## src/rtl/card_deact_pkg.sv

```systemverilog
// Shared types of the card power-down sequencer.
package card_deact_pkg;

    // Session / teardown states, in teardown order.
    typedef enum logic [2:0] {
        ST_IDLE   = 3'd0,
        ST_ACTIVE = 3'd1,
        ST_W_RST  = 3'd2,
        ST_W_CLK  = 3'd3,
        ST_W_IO   = 3'd4,
        ST_W_VCC  = 3'd5,
        ST_DISCH  = 3'd6
    } deact_state_t;

endpackage

```

## src/rtl/deact_step_timer.sv

```systemverilog
// Tick counter for the sequencer steps.
// Counts clock ticks since the last restart and saturates at all ones.
// Assumes the clock is the oscillator, so one cycle equals one tick.
module deact_step_timer #(
    parameter int CNT_W = 8
) (
    input  logic             clk,
    input  logic             rst_n,
    input  logic             restart,
    output logic [CNT_W-1:0] ticks
);

    // Clear on restart, otherwise count up and hold at the top.
    always_ff @(posedge clk) begin
        if (!rst_n) begin
            ticks <= '0;
        end else if (restart) begin
            ticks <= '0;
        end else if (ticks != {CNT_W{1'b1}}) begin
            ticks <= ticks + 1'b1;
        end
    end

endmodule

```

## src/rtl/deact_fault_latch.sv

```systemverilog
// Fault capture and status output.
// A fault or card loss while a session is active with the request low trips
// the teardown and is held until the host raises its request in idle.
// Assumes the fault inputs are already synchronous to clk.
module deact_fault_latch #(
    parameter int NFLT = 4
) (
    input  logic            clk,
    input  logic            rst_n,
    input  logic            in_active,
    input  logic            in_idle,
    input  logic            pwr_req_n,
    input  logic            card_present,
    input  logic [NFLT-1:0] flt_vec,
    output logic            trip,
    output logic            held,
    output logic            stat_n
);

    // Trip condition: only a live session with the request still low.
    always_comb begin
        trip = in_active && !pwr_req_n && ((|flt_vec) || !card_present);
    end

    // Hold the fault until the host withdraws its request in idle.
    always_ff @(posedge clk) begin
        if (!rst_n) begin
            held <= 1'b0;
        end else if (trip) begin
            held <= 1'b1;
        end else if (in_idle && pwr_req_n) begin
            held <= 1'b0;
        end
    end

    // Status: presence outside a session, fault flag inside one.
    always_comb begin
        if (pwr_req_n) begin
            stat_n = card_present;
        end else begin
            stat_n = !(held || trip);
        end
    end

endmodule

```

## src/rtl/deact_seq_fsm.sv

```systemverilog
// Session and teardown state machine.
// Each wait state lasts its tick count, measured by the step timer, which
// restarts on every state change. The clock step also waits for a low card
// clock phase so the gated clock never shows a short high pulse.
module deact_seq_fsm
    import card_deact_pkg::*;
#(
    parameter int T1    = 1,
    parameter int T2    = 12,
    parameter int T3    = 1,
    parameter int T4    = 1,
    parameter int CNT_W = 8
) (
    input  logic             clk,
    input  logic             rst_n,
    input  logic             act_ok,
    input  logic             host_off,
    input  logic             fault_trip,
    input  logic             cclk_src,
    input  logic [CNT_W-1:0] ticks,
    input  logic [CNT_W-1:0] disch_len,
    output deact_state_t     state,
    output logic             restart
);

    localparam logic [CNT_W-1:0] T1_LAST = CNT_W'(T1 - 1);
    localparam logic [CNT_W-1:0] T2_LAST = CNT_W'(T2 - 1);
    localparam logic [CNT_W-1:0] T3_LAST = CNT_W'(T3 - 1);
    localparam logic [CNT_W-1:0] T4_LAST = CNT_W'(T4 - 1);

    deact_state_t nxt;

    // Next-state choice; teardown states ignore every outside input but the card clock.
    always_comb begin
        nxt = state;
        case (state)
            ST_IDLE:   if (act_ok) nxt = ST_ACTIVE;
            ST_ACTIVE: if (fault_trip || host_off) nxt = ST_W_RST;
            ST_W_RST:  if (ticks >= T1_LAST) nxt = ST_W_CLK;
            ST_W_CLK:  if (ticks >= T2_LAST && !cclk_src) nxt = ST_W_IO;
            ST_W_IO:   if (ticks >= T3_LAST) nxt = ST_W_VCC;
            ST_W_VCC:  if (ticks >= T4_LAST) nxt = ST_DISCH;
            ST_DISCH:  if (ticks >= disch_len) nxt = ST_IDLE;
            default:   nxt = ST_IDLE;
        endcase
    end

    // Restart the step timer whenever the state moves.
    always_comb begin
        restart = (nxt != state);
    end

    // State register.
    always_ff @(posedge clk) begin
        if (!rst_n) begin
            state <= ST_IDLE;
        end else begin
            state <= nxt;
        end
    end

endmodule

```

## src/rtl/card_deact_seq.sv

```systemverilog
// Top of the card power-down sequencer.
// Tracks the session, captures faults and drives the card contacts from the
// sequencer state. Runs on the 1.5 MHz oscillator; cclk_src must be
// synchronous to it.
module card_deact_seq
    import card_deact_pkg::*;
#(
    parameter int T1    = 1,
    parameter int T2    = 12,
    parameter int T3    = 1,
    parameter int T4    = 1,
    parameter int CNT_W = 8,
    parameter int NFLT  = 4
) (
    input  logic             clk,
    input  logic             rst_n,
    input  logic             pwr_req_n,
    input  logic             card_present,
    input  logic [NFLT-1:0]  flt_vec,
    input  logic             cclk_src,
    input  logic [CNT_W-1:0] disch_len,
    output logic             card_rst,
    output logic             card_clk,
    output logic             io_low,
    output logic             rx_en,
    output logic             vcc_en,
    output logic             stat_n,
    output logic             idle
);

    deact_state_t     state;
    logic             restart;
    logic [CNT_W-1:0] ticks;
    logic             trip;
    logic             held;
    logic             in_active;
    logic             in_idle;
    logic             act_ok;
    logic             host_off;

    // Session gating terms.
    always_comb begin
        in_active = (state == ST_ACTIVE);
        in_idle   = (state == ST_IDLE);
        act_ok    = in_idle && !pwr_req_n && card_present && !held;
        host_off  = pwr_req_n;
    end

    deact_step_timer #(.CNT_W(CNT_W)) u_timer (
        .clk     (clk),
        .rst_n   (rst_n),
        .restart (restart),
        .ticks   (ticks)
    );

    deact_fault_latch #(.NFLT(NFLT)) u_fault (
        .clk          (clk),
        .rst_n        (rst_n),
        .in_active    (in_active),
        .in_idle      (in_idle),
        .pwr_req_n    (pwr_req_n),
        .card_present (card_present),
        .flt_vec      (flt_vec),
        .trip         (trip),
        .held         (held),
        .stat_n       (stat_n)
    );

    deact_seq_fsm #(
        .T1(T1), .T2(T2), .T3(T3), .T4(T4), .CNT_W(CNT_W)
    ) u_fsm (
        .clk        (clk),
        .rst_n      (rst_n),
        .act_ok     (act_ok),
        .host_off   (host_off),
        .fault_trip (trip),
        .cclk_src   (cclk_src),
        .ticks      (ticks),
        .disch_len  (disch_len),
        .state      (state),
        .restart    (restart)
    );

    // Contact drive decoded from the state.
    always_comb begin
        card_rst = (state == ST_ACTIVE) || (state == ST_W_RST);
        card_clk = cclk_src && ((state == ST_ACTIVE) || (state == ST_W_RST) || (state == ST_W_CLK));
        rx_en    = (state == ST_ACTIVE) || (state == ST_W_RST) || (state == ST_W_CLK) || (state == ST_W_IO);
        io_low   = !rx_en;
        vcc_en   = !in_idle && (state != ST_DISCH);
        idle     = in_idle;
    end

endmodule

```

## config.mk

```make
export PLATFORM = sky130hd
export DESIGN_NAME = card_deact_seq
export DESIGN_NICKNAME = d
export VERILOG_FILES = /design/src/rtl/card_deact_pkg.sv /design/src/rtl/deact_step_timer.sv /design/src/rtl/deact_fault_latch.sv /design/src/rtl/deact_seq_fsm.sv /design/src/rtl/card_deact_seq.sv
export SDC_FILE = /design/constraint.sdc
export NUM_CORES = 1
export LEC_CHECK = 0
export BUFFER_PORTS_ARGS = -buffer_cell sky130_fd_sc_hd__buf_4
export CAP_MARGIN = 10
export CORE_MARGIN = 5
export CORE_UTILIZATION = 40
export CTS_BUF_LIST = sky130_fd_sc_hd__clkbuf_8
export CTS_CLUSTER_SIZE = 40
export DETAILED_ROUTE_END_ITERATION = 8
export PLACE_DENSITY = 0.67
export SYNTH_ARGS = -nofsm -noshare
export SYNTH_HDL_FRONTEND = slang
export SYNTH_SLANG_ARGS = --single-unit
export TNS_END_PERCENT = 5
```

## constraint.sdc

```tcl
create_clock -name clk -period 2.05 [get_ports clk]
set_clock_uncertainty 0.1 [all_clocks]
set_input_delay 0.41 -clock clk [delete_from_list [all_inputs] [get_ports clk]]
set_output_delay 0.41 -clock clk [all_outputs]
set_load 0.01 [all_outputs]
```

==> run metrics, run 1 <==
Area contributors post-synth=dfxtp_1 (23%), ha_1 (11%), inv_1 (4.3%), clkbuf_8 (3.9%), nor2_1 (3.2%); Detailed Route WL=2380 µm; Hold Fails Final Rpt=0; antenna viol nets, final=0; first-pass GRT wire length=4120 µm; Avg WL per Cell=13.1 µm; maxcap violations=0; Max FO, Critical Path=6; CP top delay family=compound AO/OA/AOI/OAI gates; Post-Syn Nets=144; Yosys reg bits=12; initial core utilization=41.9%; Multi-input gate area=733 µm²; Power Dens Cells=629 nW/µm²; final worst-path cycle share=96.8%; Clock Latency Late Sink=0.24 ns; Worst Hold Class=primary input to flop; Area after DPL=1270 µm²; post-synth top area cell=dfxtp_1; initial antenna violation count=0; Max clock buf depth=2; chip height=61.2 µm; DR iter-0 viols=33; share of cells above drive strength 1=37.1%; global-route usage over all layers=14.5%; IO buf count=23; Syn Area/Cell=8.88 µm²; Final min period=1.98 ns; Cell Area, Synth=1050 µm²; RSZ-0062 raised after global routing=true; headroom to the max-slew limit=74.2%; Antenna Diode Count=0; Final HPWL DP=1960 µm; top_reg_cell synth=dfxtp_1; Ports=24; Reg area=243 µm²; Final nets=178; row cnt=18; Fin Setup TNS=0 ns; max-slew violations=0; CP max stage delay=0.37 ns; Final Cell Area=1360 µm²; routed vias/inst=5.45; DRT Pass-1 Iters=4; clock net sink count=12; Worst-path clk slew=0.05 ns; Buf/Inv on CP=0; ys async rst share=0%; Core ar.=2500 µm²; gr ovfl total=0; largest net degree at the start of global routing=12; Final setup viols=0; post-synth top area share=22.9%; CP cell instances=ha_1, and3_1, a221o_1, a211oi_2, a21oi_4, nor4bb_2; H-Tree Depth=1; Seq/Total Area, Yosys=22.9%; launching element type of the critical path=flop; crit path kind=flop to flop; Filler Cells Inserted=253; full die area=3740 µm²; Syn Inst Count=118; worst path required time=2.10 ns; Syn. warnings=0; CTS tree=yes; RD Place Congestion=0.779; Pwr Total=0.856 mW; Hold-fix buffers, CTS=0; worst slew pin tran=0.386 ns; routed via count=986; clock root cell=clkbuf_8; end-of-flow core utilization=54.5%; CP arrival=2.04 ns; Max VDD drop=556 µV; hold slack=0.324 ns; P&R area growth vs syn=30.0%; number of global-route vias before repair=967; leak pwr=0.651 nW; critical path's slowest cell=a221o_1; clock buffer count from CTS=3; DIE WIDTH=61.2 µm; library cells used by synthesis=47; Post-synth EDFFs=0; DRC viols=0; outcome=complete, no violations; fmax=504 MHz; CP endpoint kind=flop
## cells in the mapped netlist (3+ instances only)
library cell and n:
o211ai_1 4, a21oi_1 4, nand3_1 4, nor2b_1 5
and3_1 4, ha_1 9, xnor2_1 3, nand2_1 6
dfxtp_1 12, nor2_1 9, inv_1 12, nor3_1 3
clkbuf_8 3
## logic make-up after synthesis
kind of cell	share of synthesized area, %
and+or+nand+nor	29.6
adders and majority gates	10.8
muxes	0.956
xor gates and xnor gates	2.51
AOI/OAI and AO/OA	23.9
buffers and inverters	9.32
DFF	22.9
## final cells by class
cell class,count,area share (%)
Clock buffer,4,4.04
Inverter,12,3.31
Tap cell,30,2.76
Multi-Input combinational cell,90,53.9
Sequential cell,12,17.8
Timing Repair Buffer,33,18.2
## power by group
group          internal, mW  switching, mW  leakage (nW)
Combinational         0.167          0.146         0.524
Clock                 0.170         0.0891        0.0288
Sequential            0.253         0.0308        0.0984
Total                 0.590          0.266         0.651
## cells in the final DEF (no fill, tap or decap), drive strengths merged, types with 3 or more instances in the layout
cell type and n:
nor2 9, o211ai 4, inv 12, a21o 3, ha 9, nand3 4
nor3 3, nor2b 5, clkbuf 4, and3 4, a21oi 6, buf 33
nand2 6, dfxtp 12, xnor2 3
## worst paths after layout
kind | startpoint | to | slack, ns | cells after the start
max | u_timer.ticks[7] | u_timer.ticks[6] | 0.07 | 6
min | rst_n | u_fsm.state[0] | 0.32 | 2
max reg2reg | u_timer.ticks[7] | u_timer.ticks[6] | 0.07 | 6
min reg2reg | u_fault.held | u_fault.held | 0.43 | 2
## registers in the layout, indices dropped and copies added, names as in the netlist
signal / count
u_fault.held: 1
u_fsm.state: 3
u_timer.ticks: 8
## stage by stage
step           instances  worst slack, ns
6_report             181           0.0662
5_1_grt              181          -0.0282
4_1_cts              180           0.0199
3_5_place_dp         176           -0.157
3_3_place_gp         176          -0.0757
2_1_floorplan        118           0.0435
## worst reg2reg max path, cell delays in order, from the launching register on
cell,delay [ns]
dfxtp_1,0.31
ha_1,0.29
and3_1,0.20
a221o_1,0.37
a211oi_2,0.23
a21oi_4,0.12
nor4bb_2,0.28
## routing by layer
metal	global-route usage, %	up-vias	part of all wire (%)
met5	0	-	0
met4	4.95	0	0.80
met3	4.40	2	6.6
met2	26.4	18	51
met1	15.7	468	42
li1	-	498	-
## repair_timing
item,4_1_cts,5_1_grt
buffers inserted,0,1
resized for setup,0,7
endpoints found under the setup margin,0,11
hold endpoints to repair,0,0
Power figures use the tool's default switching activity.
==> run 2, diff against run 1 <==
- PLACE_DENSITY: 0.67 -> 0.64
- clock period: 2.05 -> 2.34 ns (I/O delays scaled with it)
==> run metrics, run 2 (synthesis results as in run 1) <==
Reg2Reg Depth=6; max-slew violations=0; Final setup viols=0; Worst Hold Class=primary input to flop; Largest register FFs=8; headroom to the max-slew limit=63.8%; commonest non-fill, non-tap cell in the layout=buf_4; Post-CTS Resized=0; outcome=complete, no violations; final worst-path cycle share=90.4%; Hold-fix buffers, CTS=0; leak pwr=0.611 nW; Ports=24; Final nets=171; DRT Pass-1 Iters=4; Max clock buf depth=2; row cnt=18; Fin Setup TNS=0 ns; clock root cell=clkbuf_8; worst slew pin tran=0.542 ns; Multi-input gate area=709 µm²; Final Cell Area=1280 µm²; gr ovfl total=0; Hold Fails Final Rpt=0; Reg area=240 µm²; Clock Latency Late Sink=0.24 ns; RSZ-0062 raised after global routing=false; fmax=473 MHz; global-route usage over all layers=12.9%; routed vias/inst=5.47; Regs by FF count=u_timer.ticks (8), u_fsm.state (3), u_fault.held (1); Worst-path clk slew=0.06 ns; grt met2 use=22.4%; largest net degree at the start of global routing=15; crit path kind=flop to primary output; number of global-route vias before repair=885; DR iter-0 viols=32; Final HPWL DP=1760 µm; Pwr Total=0.725 mW; Largest Register=u_timer.ticks; Max FO, Critical Path=13; Avg WL per Cell=12.8 µm; hold slack=0.391 ns; most frequent cells in the layout=buf_4 (26), inv_1 (12), dfxtp_1 (12), nor2_1 (9), ha_1 (9); Final WS setup=0.226 ns; launching element type of the critical path=flop; DRC viols=0; Filler Cells Inserted=228; CP arrival=1.55 ns; chip height=61.2 µm; Final min period=2.11 ns; DIE WIDTH=61.2 µm; CP endpoint kind=primary output; grt peak-use layer=met2; Detailed Route WL=2220 µm; met3 usage in global routing=1.89%; clock net sink count=12; initial core utilization=41.9%; first-pass GRT wire length=3670 µm; Post-CTS Repair Setup Buffers=0; WHS Path Cells=2; maxcap violations=0; worst path required time=1.77 ns; Power Dens Cells=565 nW/µm²; H-Tree Depth=1; P&R area growth vs syn=22.5%; Setup WS pre-CTS=0.00571 ns; met1 usage=15.8%; Core ar.=2500 µm²; initial antenna violation count=0; IO buf count=23; CTS tree=yes; Max VDD drop=316 µV; RD Place Congestion=0.807; Antenna Diode Count=0; share of cells above drive strength 1=30.6%; routed via count=951; clock buffer count from CTS=3; Area after DPL=1230 µm²; antenna viol nets, final=0; full die area=3740 µm²
## run 2: metal layers
| metal | wire, µm | share of wire [%] |
|---|---|---|
| met5 | 0 | 0 |
| met4 | 40 | 1.8 |
| met3 | 166 | 7.5 |
| met2 | 1040 | 47 |
| met1 | 975 | 44 |
## run 2: power by group
group	total [mW]	internal (mW)	switching (mW)
sequential	0.254	0.221	0.0328
clock	0.229	0.149	0.0805
combinational	0.242	0.129	0.113
## run 2: area by class of cell
class	count	share of cell area (%)
repair buffers	26	15.2
multi-input cells	90	55.3
flip-flops and latches	12	18.7
well taps	30	2.93
clock buffers	4	4.29
inverters	12	3.51
## run 2: worst paths after layout
path | from | end | slack (ns)
max | u_fsm.state[1] | io_low | 0.23
min | rst_n | u_fsm.state[0] | 0.39
max reg2reg | u_timer.ticks[1] | u_timer.ticks[6] | 0.28
min reg2reg | u_fault.held | u_fault.held | 0.42
## run 2: critical path, cell delays in order, from the launching register on
cell and delay [ns]:
dfxtp_1 0.66, nor2_1 0.22, xnor2_1 0.22, inv_1 0.06, buf_4 0.14
## run 2: through the flow
step	cells	util, %
3_3_place_gp	170	49.1
2_1_floorplan	118	-
5_1_grt	174	51.3
6_report	174	51.3
4_1_cts	174	51.3
3_5_place_dp	170	49.1
